## config.mk

```make
export PLATFORM = sky130hd
export DESIGN_NAME = rtc_prescaler
export DESIGN_NICKNAME = d
export VERILOG_FILES = /design/src/rtl/rtcp_pkg.sv /design/src/rtl/rtcp_divider.sv /design/src/rtl/rtcp_freq_mux.sv /design/src/rtl/rtcp_tick_sel.sv /design/src/rtl/rtc_prescaler.sv
export SDC_FILE = /design/constraint.sdc
export NUM_CORES = 1
export LEC_CHECK = 0
export BUFFER_PORTS_ARGS = -buffer_cell sky130_fd_sc_hd__buf_4
export CAP_MARGIN = 20
export CORE_MARGIN = 2
export CORE_UTILIZATION = 55
export DETAILED_ROUTE_END_ITERATION = 10
export PLACE_DENSITY_LB_ADDON = 0.08
export SYNTH_ARGS = -nofsm -noshare
export SYNTH_HDL_FRONTEND = slang
export SYNTH_SLANG_ARGS = --single-unit
```

## constraint.sdc

```tcl
create_clock -name clk -period 2.77 [get_ports clk]
set_input_delay 0.277 -clock clk [delete_from_list [all_inputs] [get_ports clk]]
set_output_delay 0.277 -clock clk [all_outputs]
set_load 0.005 [all_outputs]
```

## src/rtl/rtcp_pkg.sv

```systemverilog
package rtcp_pkg;

    localparam int DIV_W     = 16;
    localparam int TAP_FULL  = 0;
    localparam int TAP_KHZ   = 5;
    localparam int TAP_HZ    = 15;
    localparam int TAP_TFAST = 3;
    localparam int TAP_TSLOW = 9;

    typedef enum logic [1:0] {
        OSEL_FULL_A = 2'b00,
        OSEL_KHZ    = 2'b01,
        OSEL_ONE_HZ = 2'b10,
        OSEL_FULL_B = 2'b11
    } out_sel_e;

    typedef enum logic [1:0] {
        TSEL_FAST = 2'b00,
        TSEL_SLOW = 2'b01,
        TSEL_SEC  = 2'b10,
        TSEL_MIN  = 2'b11
    } tmr_sel_e;

    typedef struct packed {
        logic full;
        logic khz;
        logic hz;
    } freq_taps_t;

    typedef struct packed {
        logic fast;
        logic slow;
    } div_edges_t;

    function automatic logic pick_freq(input out_sel_e sel, input freq_taps_t t);
        case (sel)
            OSEL_KHZ:    return t.khz;
            OSEL_ONE_HZ: return t.hz;
            default:     return t.full;
        endcase
    endfunction

endpackage

```

## src/rtl/rtcp_divider.sv

```systemverilog
module rtcp_divider
    import rtcp_pkg::*;
#(
    parameter int W       = DIV_W,
    parameter int T_FULL  = TAP_FULL,
    parameter int T_KHZ   = TAP_KHZ,
    parameter int T_HZ    = TAP_HZ,
    parameter int T_FAST  = TAP_TFAST,
    parameter int T_SLOW  = TAP_TSLOW
) (
    input  logic       clk,
    input  logic       rst,
    input  logic       adv,
    output freq_taps_t taps_nxt,
    output div_edges_t edges
);
    localparam int NEDGE = 2;
    localparam int EDGE_TAP [NEDGE] = '{T_FAST, T_SLOW};

    logic [W-1:0]     cnt_q;
    logic [W-1:0]     cnt_d;
    logic [NEDGE-1:0] rise;

    assign cnt_d = adv ? cnt_q + W'(1) : cnt_q;

    always_ff @(posedge clk) begin
        if (rst) cnt_q <= '0;
        else     cnt_q <= cnt_d;
    end

    for (genvar g = 0; g < NEDGE; g++) begin : g_edge
        assign rise[g] = adv & cnt_d[EDGE_TAP[g]] & ~cnt_q[EDGE_TAP[g]];
    end

    assign taps_nxt = '{full: cnt_d[T_FULL], khz: cnt_d[T_KHZ], hz: cnt_d[T_HZ]};
    assign edges    = '{fast: rise[0], slow: rise[1]};
endmodule

```

## src/rtl/rtcp_freq_mux.sv

```systemverilog
module rtcp_freq_mux
    import rtcp_pkg::*;
(
    input  logic       clk,
    input  logic       rst,
    input  logic       adv,
    input  out_sel_e   sel,
    input  freq_taps_t taps_nxt,
    output logic       freq_q
);
    // The output register loads only with the divider, so a select change waits for the next edge.
    always_ff @(posedge clk) begin
        if (rst)      freq_q <= 1'b0;
        else if (adv) freq_q <= pick_freq(sel, taps_nxt);
    end
endmodule

```

## src/rtl/rtcp_tick_sel.sv

```systemverilog
module rtcp_tick_sel
    import rtcp_pkg::*;
(
    input  logic       clk,
    input  logic       rst,
    input  tmr_sel_e   sel,
    input  div_edges_t edges,
    input  logic       sec_upd,
    input  logic       min_upd,
    output logic       tick_q
);
    logic sec_prev, min_prev;
    logic sec_rise, min_rise;
    logic pick;

    assign sec_rise = sec_upd & ~sec_prev;
    assign min_rise = min_upd & ~min_prev;

    always_comb begin
        case (sel)
            TSEL_FAST: pick = edges.fast;
            TSEL_SLOW: pick = edges.slow;
            TSEL_SEC:  pick = sec_rise;
            default:   pick = min_rise;
        endcase
    end

    always_ff @(posedge clk) begin
        if (rst) begin
            sec_prev <= 1'b0;
            min_prev <= 1'b0;
            tick_q   <= 1'b0;
        end else begin
            sec_prev <= sec_upd;
            min_prev <= min_upd;
            tick_q   <= pick;
        end
    end
endmodule

```

## src/rtl/rtc_prescaler.sv

```systemverilog
module rtc_prescaler
    import rtcp_pkg::*;
#(
    parameter int W      = DIV_W,
    parameter int T_FULL = TAP_FULL,
    parameter int T_KHZ  = TAP_KHZ,
    parameter int T_HZ   = TAP_HZ,
    parameter int T_FAST = TAP_TFAST,
    parameter int T_SLOW = TAP_TSLOW
) (
    input  logic       clk,
    input  logic       rst,
    input  logic       ref_en,
    input  logic       sec_upd,
    input  logic       min_upd,
    input  logic [1:0] out_sel,
    input  logic [1:0] tmr_sel,
    output logic       freq_out,
    output logic       tmr_tick
);
    freq_taps_t taps_nxt;
    div_edges_t edges;

    rtcp_divider #(
        .W(W), .T_FULL(T_FULL), .T_KHZ(T_KHZ), .T_HZ(T_HZ),
        .T_FAST(T_FAST), .T_SLOW(T_SLOW)
    ) u_div (
        .clk      (clk),
        .rst      (rst),
        .adv      (ref_en),
        .taps_nxt (taps_nxt),
        .edges    (edges)
    );

    rtcp_freq_mux u_fmux (
        .clk      (clk),
        .rst      (rst),
        .adv      (ref_en),
        .sel      (out_sel_e'(out_sel)),
        .taps_nxt (taps_nxt),
        .freq_q   (freq_out)
    );

    rtcp_tick_sel u_tsel (
        .clk     (clk),
        .rst     (rst),
        .sel     (tmr_sel_e'(tmr_sel)),
        .edges   (edges),
        .sec_upd (sec_upd),
        .min_upd (min_upd),
        .tick_q  (tmr_tick)
    );
endmodule

```

==> results summary, run 1 <==
The die footprint came out at 2220 sq um. The fraction of power consumed by the clock network came out at 0.334. The type of the tightest min-delay check is input pin to flop. At the pin with the least slew margin, the transition time is 0.509 ns. For this run, the register share of the synthesized area comes to 0.392. The synthesized netlist occupies a cell area of 1020 sq um. The finished cells cover 1130 sq um.

The synthesized instance count is 115. After synthesis, the mean cell area works out to 8.88 sq um. The Yosys warning count came out at 0. The number of clock buffers inserted by TritonCTS came out at 3. Synthesis produced a netlist with a net count of 127. Total power for the finished layout comes to 512 uW. The number of failing setup endpoints in the final timing report came out at 0. The CTS tree is built. The library cells used most frequently in the layout, excluding fill and tap cells, are 20 x sky130_fd_sc_hd__dfxtp_1, 17 x sky130_fd_sc_hd__nor2_1, 10 x sky130_fd_sc_hd__buf_4.

The width of the chip came out at 47.1 microns. Of the available clock period, the critical path in the final layout requires 0.627. Counting I/O delays and the setup requirement, the final critical path takes 1.74 ns. The number of buffer cells added on primary ports is 10.

The clock passes through at most 2 buffers. The final hold violation count is 0. In this run the remaining antenna-violating nets after routing total 0. The initial antenna violation count was 0. The count of unresolved DRC violations after routing came out at 0. The area of the core region came out at 1750 sq um.

In this run, synthesis produced a sequential element count of 20. In this run the vertical extent of the chip is 47.1 microns. From synthesis to final layout, the design area changed by 10.9%. STA puts the critical path data arrival time at 1.94 ns. At the end of the flow, the number of nets in the layout was 137. STA classifies the critical path startpoint as a flop.

The critical path capture point type is a flop. For this configuration, the core starts out at a cell density of 0.585. Clock tree synthesis selected as its root buffer the cell sky130_fd_sc_hd__clkbuf_4.

The via count of the first global-routing pass came out at 709. The number of buffers inserted by hold repair at cts is 0. The routed wirelength normalized by instance count is 11.5 microns. In the synthesized netlist the async set-or-reset flop fraction comes to 0. Setup repair after global routing left no endpoint under its margin. The endpoint required time on the critical path came out at 2.98 ns. The half-perimeter wire length after placement is 1.23 mm.

The predominant post-synthesis flop cell is sky130_fd_sc_hd__dfxtp_1. Synthesis instantiated 34 different standard cells from the library. The power per cell area came out at 452 nW/um^2. The leakage component of the power came out at 0.000409 uW. The flow ran to the end, and the final reports show no timing, DRC or antenna violations. The worst IR drop on VDD came out at 0.338 mV. Wires add up to 1.72 mm.

For this design, the sink count on the clock tree is 20. The via count is 811. The site row count came out at 15. The largest net degree at the start of global routing is 24. In this run the tightest slew margin relative to its limit is 0.660. Setup slack on the critical path of the routed design comes to 1.03 ns. The wire length of the first global-routing pass is 2.89 mm. The total overflow left after global routing is 0. The design internal power is 397 uW. The sequential share of power came out at 0.583.

In the global route stage, overall resource usage came out at 0.188. The post-placement cell area is 1100 sq um. The via count normalized by instance count came out at 5.44. The worst setup timing slack at the placement stage came out at 0.971 ns.

The length of the first detailed-routing pass in iterations came out at 5. The relative contribution of combinational cells to total power is 0.084. The clock-pin transition on the worst setup and hold timing paths is 0.12 ns. The number of antenna diodes in the final layout is 0. The number of violations of the max-capacitance limit came out at 0.

The number of inserted filler cells in the final layout came out at 160. The number of setup buffers added after CTS is 0. The class of the most critical setup path is flop to flop. The maximum fanout encountered on the critical timing path came out at 12. The number of enable-type register cells in the synthesized netlist came out at 0. The fraction of layout instances using a drive strength above 1 is 0.185. The fraction of power spent switching nets came out at 0.225. The library cell used most frequently in the layout, excluding fill and tap cells, is sky130_fd_sc_hd__dfxtp_1. The count of boundary I/O pins came out at 11. For this block, the initial DRC count from the detailed router was 18. For this design the total switching power over the nets is 115 uW.

For the final routed database, the setup TNS stands at 0 ns. The number of gates resized after CTS was 0. The maximum clock rate is 0.575 GHz. The final worst clock skew came out at 0.00769 ns. The total count of max-transition violations in the final report is 0. The insertion delay of the later-clocked pin in the worst-skew pair is 0.30 ns. The number of levels in the clock H-tree came out at 1. The global placer's final weighted congestion is 0.762.
[worst paths after layout]
| kind | endpoint | cells past startpoint | slack [ns] | startpoint |
|---|---|---|---|---|
| hold reg to reg | u_div.cnt_q[7] | 2 | 0.53 | u_div.cnt_q[7] |
| setup reg to reg | u_fmux.freq_q | 4 | 1.03 | u_div.cnt_q[0] |
| hold / removal | u_tsel.tick_q | 2 | 0.17 | tmr_sel[1] |
| setup / recovery | u_fmux.freq_q | 4 | 1.03 | u_div.cnt_q[0] |
[kinds of logic after synthesis]
group | share of synthesized area
AOI/OAI and AO/OA | 0.0858
xor gates and xnor gates | 0.103
adders and majority gates | 0.0368
buffers and inverters | 0.0564
DFF | 0.392
muxes | 0.0196
and+or+nand+nor | 0.306
[synthesized netlist by cell type (all sizes together), types with 2 or more instances]
| library cell | number | area (sq um) |
|---|---|---|
| dfxtp | 20 | 400 |
| xor2 | 4 | 35.0 |
| inv | 7 | 26.3 |
| or3 | 2 | 12.5 |
| nor4 | 6 | 68.8 |
| o21ai | 3 | 15.0 |
| nor3 | 6 | 30.0 |
| buf | 4 | 27.5 |
| ha | 3 | 37.5 |
| a21oi | 4 | 20.0 |
| nand4 | 5 | 37.5 |
| and3 | 3 | 18.8 |
| nor2b | 2 | 12.5 |
| mux2i | 2 | 20.0 |
| xnor2 | 8 | 70.1 |
| nand2 | 6 | 22.5 |
| nor2 | 17 | 63.8 |
| nand3 | 2 | 10.0 |
[sequential cells by signal (all words and copies together), names as in the netlist]
register	count
u_tsel.min_prev	1
u_div.cnt_q	16
u_tsel.tick_q	1
u_tsel.sec_prev	1
u_fmux.freq_q	1
[power groups by stage]
stage,Combinational [uW],Sequential [uW],Clock [uW]
6_report,43.0,298,171
5_1_grt,49.1,299,183
4_1_cts,43.5,298,176
3_5_place_dp,43.2,305,0
3_3_place_gp,42.1,305,0
2_1_floorplan,26.4,304,0
[stage by stage]
step	utilization	std cells	hold slack, ns
finish	0.649	149	0.170
global route	0.649	149	0.168
CTS	0.649	149	0.159
detailed placement	0.628	145	0.492
global placement	0.628	145	0.496
floorplan	-	115	0.380
[critical path, cell delays in order (launching register included)]
cell	delay [ns]
sky130_fd_sc_hd__dfxtp_1	0.40
sky130_fd_sc_hd__nand4_1	0.44
sky130_fd_sc_hd__nor4_2	0.50
sky130_fd_sc_hd__mux2i_1	0.21
sky130_fd_sc_hd__o21ai_0	0.08
[routing by layer]
layer  track usage  part of all wire  vias to the layer above
li1              -                 -                      421
met1         0.217              0.47                      378
met2         0.321              0.48                       10
met3        0.0808             0.035                        2
met4        0.0500            0.0081                        0
met5             0                 0                        -
[layout make-up]
| type | instances | area, sq um | area share |
|---|---|---|---|
| Clock buffer | 4 | 36.3 | 0.0320 |
| Sequential cell | 20 | 400 | 0.354 |
| Inverter | 7 | 26.3 | 0.0232 |
| Multi-Input combinational cell | 83 | 563 | 0.497 |
| Tap cell | 25 | 31.3 | 0.0276 |
| Timing Repair Buffer | 10 | 75.1 | 0.0663 |
Power figures use the tool's default switching activity.
==> inputs of run 2 (changes only) <==
Settings changed: CORE_UTILIZATION 55 to 50.
Clock period 2.77 ns to 1.5 ns, I/O delays scaled along.
==> run 2 against run 1 <==
- sequential share of layout area is 2.7 points lower
- critical path depth stayed put
- maximum frequency is 20% higher
- hold slack worse by 0.13 ns
- setup slack worse by 0.98 ns
- die area is 9.1% higher
- cell area is 8.3% higher
- via count is 2.7% higher
- first-iteration DRC count is 89% lower
- non-clock buffer count is 9 higher
- highest routed layer unchanged
==> results summary, run 2 (synthesized netlist as in run 1, its figures left out) <==
The filler-free cell count of the finished design is 160 (+7.4%). The number of nets in the layout came out at 146 (+6.6%). The register-to-register path setup slack came out at 0.05 ns (-0.98 ns). The sort of element at the start of the critical path is a flop.

The largest individual stage delay along the critical path comes from the cell sky130_fd_sc_hd__nor4_2. The initial cell density of the core came to 0.526 (-0.0592). The total count of max-transition violations in the final report is 0 (unchanged). The initial antenna violation count is 0 (unchanged). The count of clock tree sinks came out at 20 (unchanged). The worst setup path is captured at a flop.

The global placer's final weighted congestion is 0.802 (+5.3%). The data arrival time of the critical path came out at 1.65 ns (-0.29 ns). The fraction of layout instances using a drive strength above 1 is 0.263 (+0.0777). The power per cell area is 767 nW/um^2 (+70%). The violation count after the first detailed-route iteration is 2 (-16). The largest net degree at the start of global routing came out at 24 (unchanged).

The via count normalized by instance count is 5.21 (-4.3%). The slew of the pin with the lowest slew margin was 0.381 ns (-0.128 ns). The number of clock buffers inserted by TritonCTS is 3 (unchanged). The run finished with clean final reports. The post-route minimum period is 1.45 ns (-0.286 ns). The count of unresolved DRC violations after routing is 0 (unchanged). The wire length of the first global-routing pass was 3.18 mm (+10%). The flip-flop count of the largest register after layout is 16 (unchanged). The site row count is 16 (+1).

The delay of the slowest cell on the worst path is 0.41 ns (-0.09 ns). The number of inserted filler cells in the final layout is 173 (+8.1%). The setup path with the least slack is of type flop to flop. The area of the core region came out at 1940 sq um (+11%). The critical path goes through nand4_1 -> nor4_2 -> mux2i_1 -> o21ai_0. The maximum fanout encountered on the critical timing path came out at 4 (-8). The register with the most flip-flops in the final layout is u_div.cnt_q. The via count came out at 833 (+2.7%). TritonCTS built the clock tree.

The final worst clock skew is 0.00772 ns (+0.0000346 ns). The insertion delay of the later-clocked pin in the worst-skew pair is 0.30 ns (about the same). The global-route usage over all layers came out at 0.169 (-0.0199). The total negative slack for setup checks is 0 ns (unchanged). The sum of overflow across all layers after global routing came out at 0 (unchanged). The count of placed standard cells including taps is 156 (+7.6%).

The length of the first detailed-routing pass in iterations came out at 3 (-2). The half-perimeter wire length after placement is 1.35 mm (+9.6%). The routed wire length is 1.84 mm (+6.8%). The number of failing setup endpoints in the final timing report came out at 0 (unchanged). The count of boundary I/O pins came out at 11 (unchanged). Leaving out fill and tap cells, the most frequent cell in the layout is sky130_fd_sc_hd__dfxtp_1. The via count of the first global-routing pass is 774 (+9.2%). The floorplan die height came out at 49.2 microns (+4.5%). Setup repair after global routing could not meet its margin everywhere. The number of buffers inserted by post-CTS setup repair is 0 (unchanged). The width of the chip was 49.2 microns (+4.5%). The number of inserted diodes was 0 (unchanged). The area of combinational cells with multiple inputs came out at 587 sq um (+4.2%). The buffer depth of the longest clock path is 2 (unchanged). The routed wirelength normalized by instance count is 11.5 microns (-0.53%). In this run the worst hold path is classified as input pin to flop. The portion of the clock cycle consumed by the worst path in the final layout is 0.968 (+0.340). The number of levels in the clock H-tree is 1 (unchanged). The clock-pin transition on the worst setup and hold timing paths came out at 0.11 ns (about the same).

The final hold violation count is 0 (unchanged). Leaving out fill and tap cells, the most frequent cells in the layout are 20 x sky130_fd_sc_hd__dfxtp_1, 19 x sky130_fd_sc_hd__buf_4, 17 x sky130_fd_sc_hd__nor2_1. The maximum clock rate is 0.689 GHz (+20%).

The family with the most delay on the worst path is simple AND/OR/NAND/NOR gates. The area growth from synthesis to layout is 20.1%. The endpoint required time on the critical path is 1.69 ns (-1.29 ns).

The die footprint came to 2420 sq um (+9.1%). The root buffer cell chosen for the clock tree is sky130_fd_sc_hd__clkbuf_4. The number of nets still failing antenna checks after routing is 0 (unchanged). The max-slew headroom at the worst pin is 0.745 (+0.0855). The number of violations of the max-capacitance limit came to 0 (unchanged).

The number of buffer cells added on primary ports was 10 (unchanged). The register cell area after layout is 400 sq um (unchanged). The leakage component of the power came to 0.000470 uW (+15%).

The worst IR drop on VDD came out at 0.531 mV (+57%). The total buffers and inverters traversed by the critical path is 0 (unchanged).
run 2: cell count changes in the layout (fill, tap and decap cells not counted), sizes merged:
cell	previous run	this run
buf	10	19
run 2: worst paths after layout:
kind | startpoint | cells past startpoint | endpoint
setup / recovery | u_div.cnt_q[0] | 4 | u_fmux.freq_q
hold / removal | tmr_sel[1] | 2 | u_tsel.tick_q
setup reg to reg | u_div.cnt_q[0] | 4 | u_fmux.freq_q
hold reg to reg | u_div.cnt_q[7] | 2 | u_div.cnt_q[7]
run 2: repair_timing:
action	in CTS	in global routing
gates resized for setup	0	4
endpoints found under the setup margin	0	3
hold buffers	0	0
run 2: routing by layer:
| metal | global-route usage | vias up | part of all wire |
|---|---|---|---|
| met3 | 0.0368 | 2 | 0.015 |
| met5 | 0 | - | 0 |
| li1 | - | 433 | - |
| met2 | 0.279 | 2 | 0.47 |
| met1 | 0.210 | 396 | 0.51 |
| met4 | 0.0714 | 0 | 0.0071 |
run 2: cell type report:
type / instances / area share
inverter: 7 / 0.0214
clock buffer: 4 / 0.0296
tap: 27 / 0.0276
timing repair buffer: 19 / 0.116
multi-input combinational: 83 / 0.479
sequential: 20 / 0.327
run 2: where the power goes:
part           leakage, uW  total (uW)  switching [uW]  internal (uW)
Combinational     0.000287        81.5            38.6           42.9
Sequential        0.000162         550            7.83            543
Clock            0.0000210         309             161            148
Total             0.000470         941             207            733
run 2: worst register-to-register path, delay by kind of cell (launching register included):
kind	cells	cell delay, ns
AO/OA/AOI/OAI	1	0.09
AND/OR/NAND/NOR	2	0.63
multiplexers	1	0.22
flip-flops	1	0.40
run 2: metrics by stage:
stage / setup slack, ns / hold WS [ns] / util / area, sq um / power, uW
finish: 0.0481 / 0.0446 / 0.631 / 1230 / 941
detailed placement: 0.0715 / 0.360 / 0.601 / 1170 / 644
global placement: 0.0931 / 0.354 / 0.601 / 1170 / 643
global route: -0.00945 / 0.0254 / 0.631 / 1230 / 984
floorplan: 0.179 / 0.253 / - / 1020 / 610
CTS: 0.0545 / 0.0333 / 0.619 / 1200 / 955
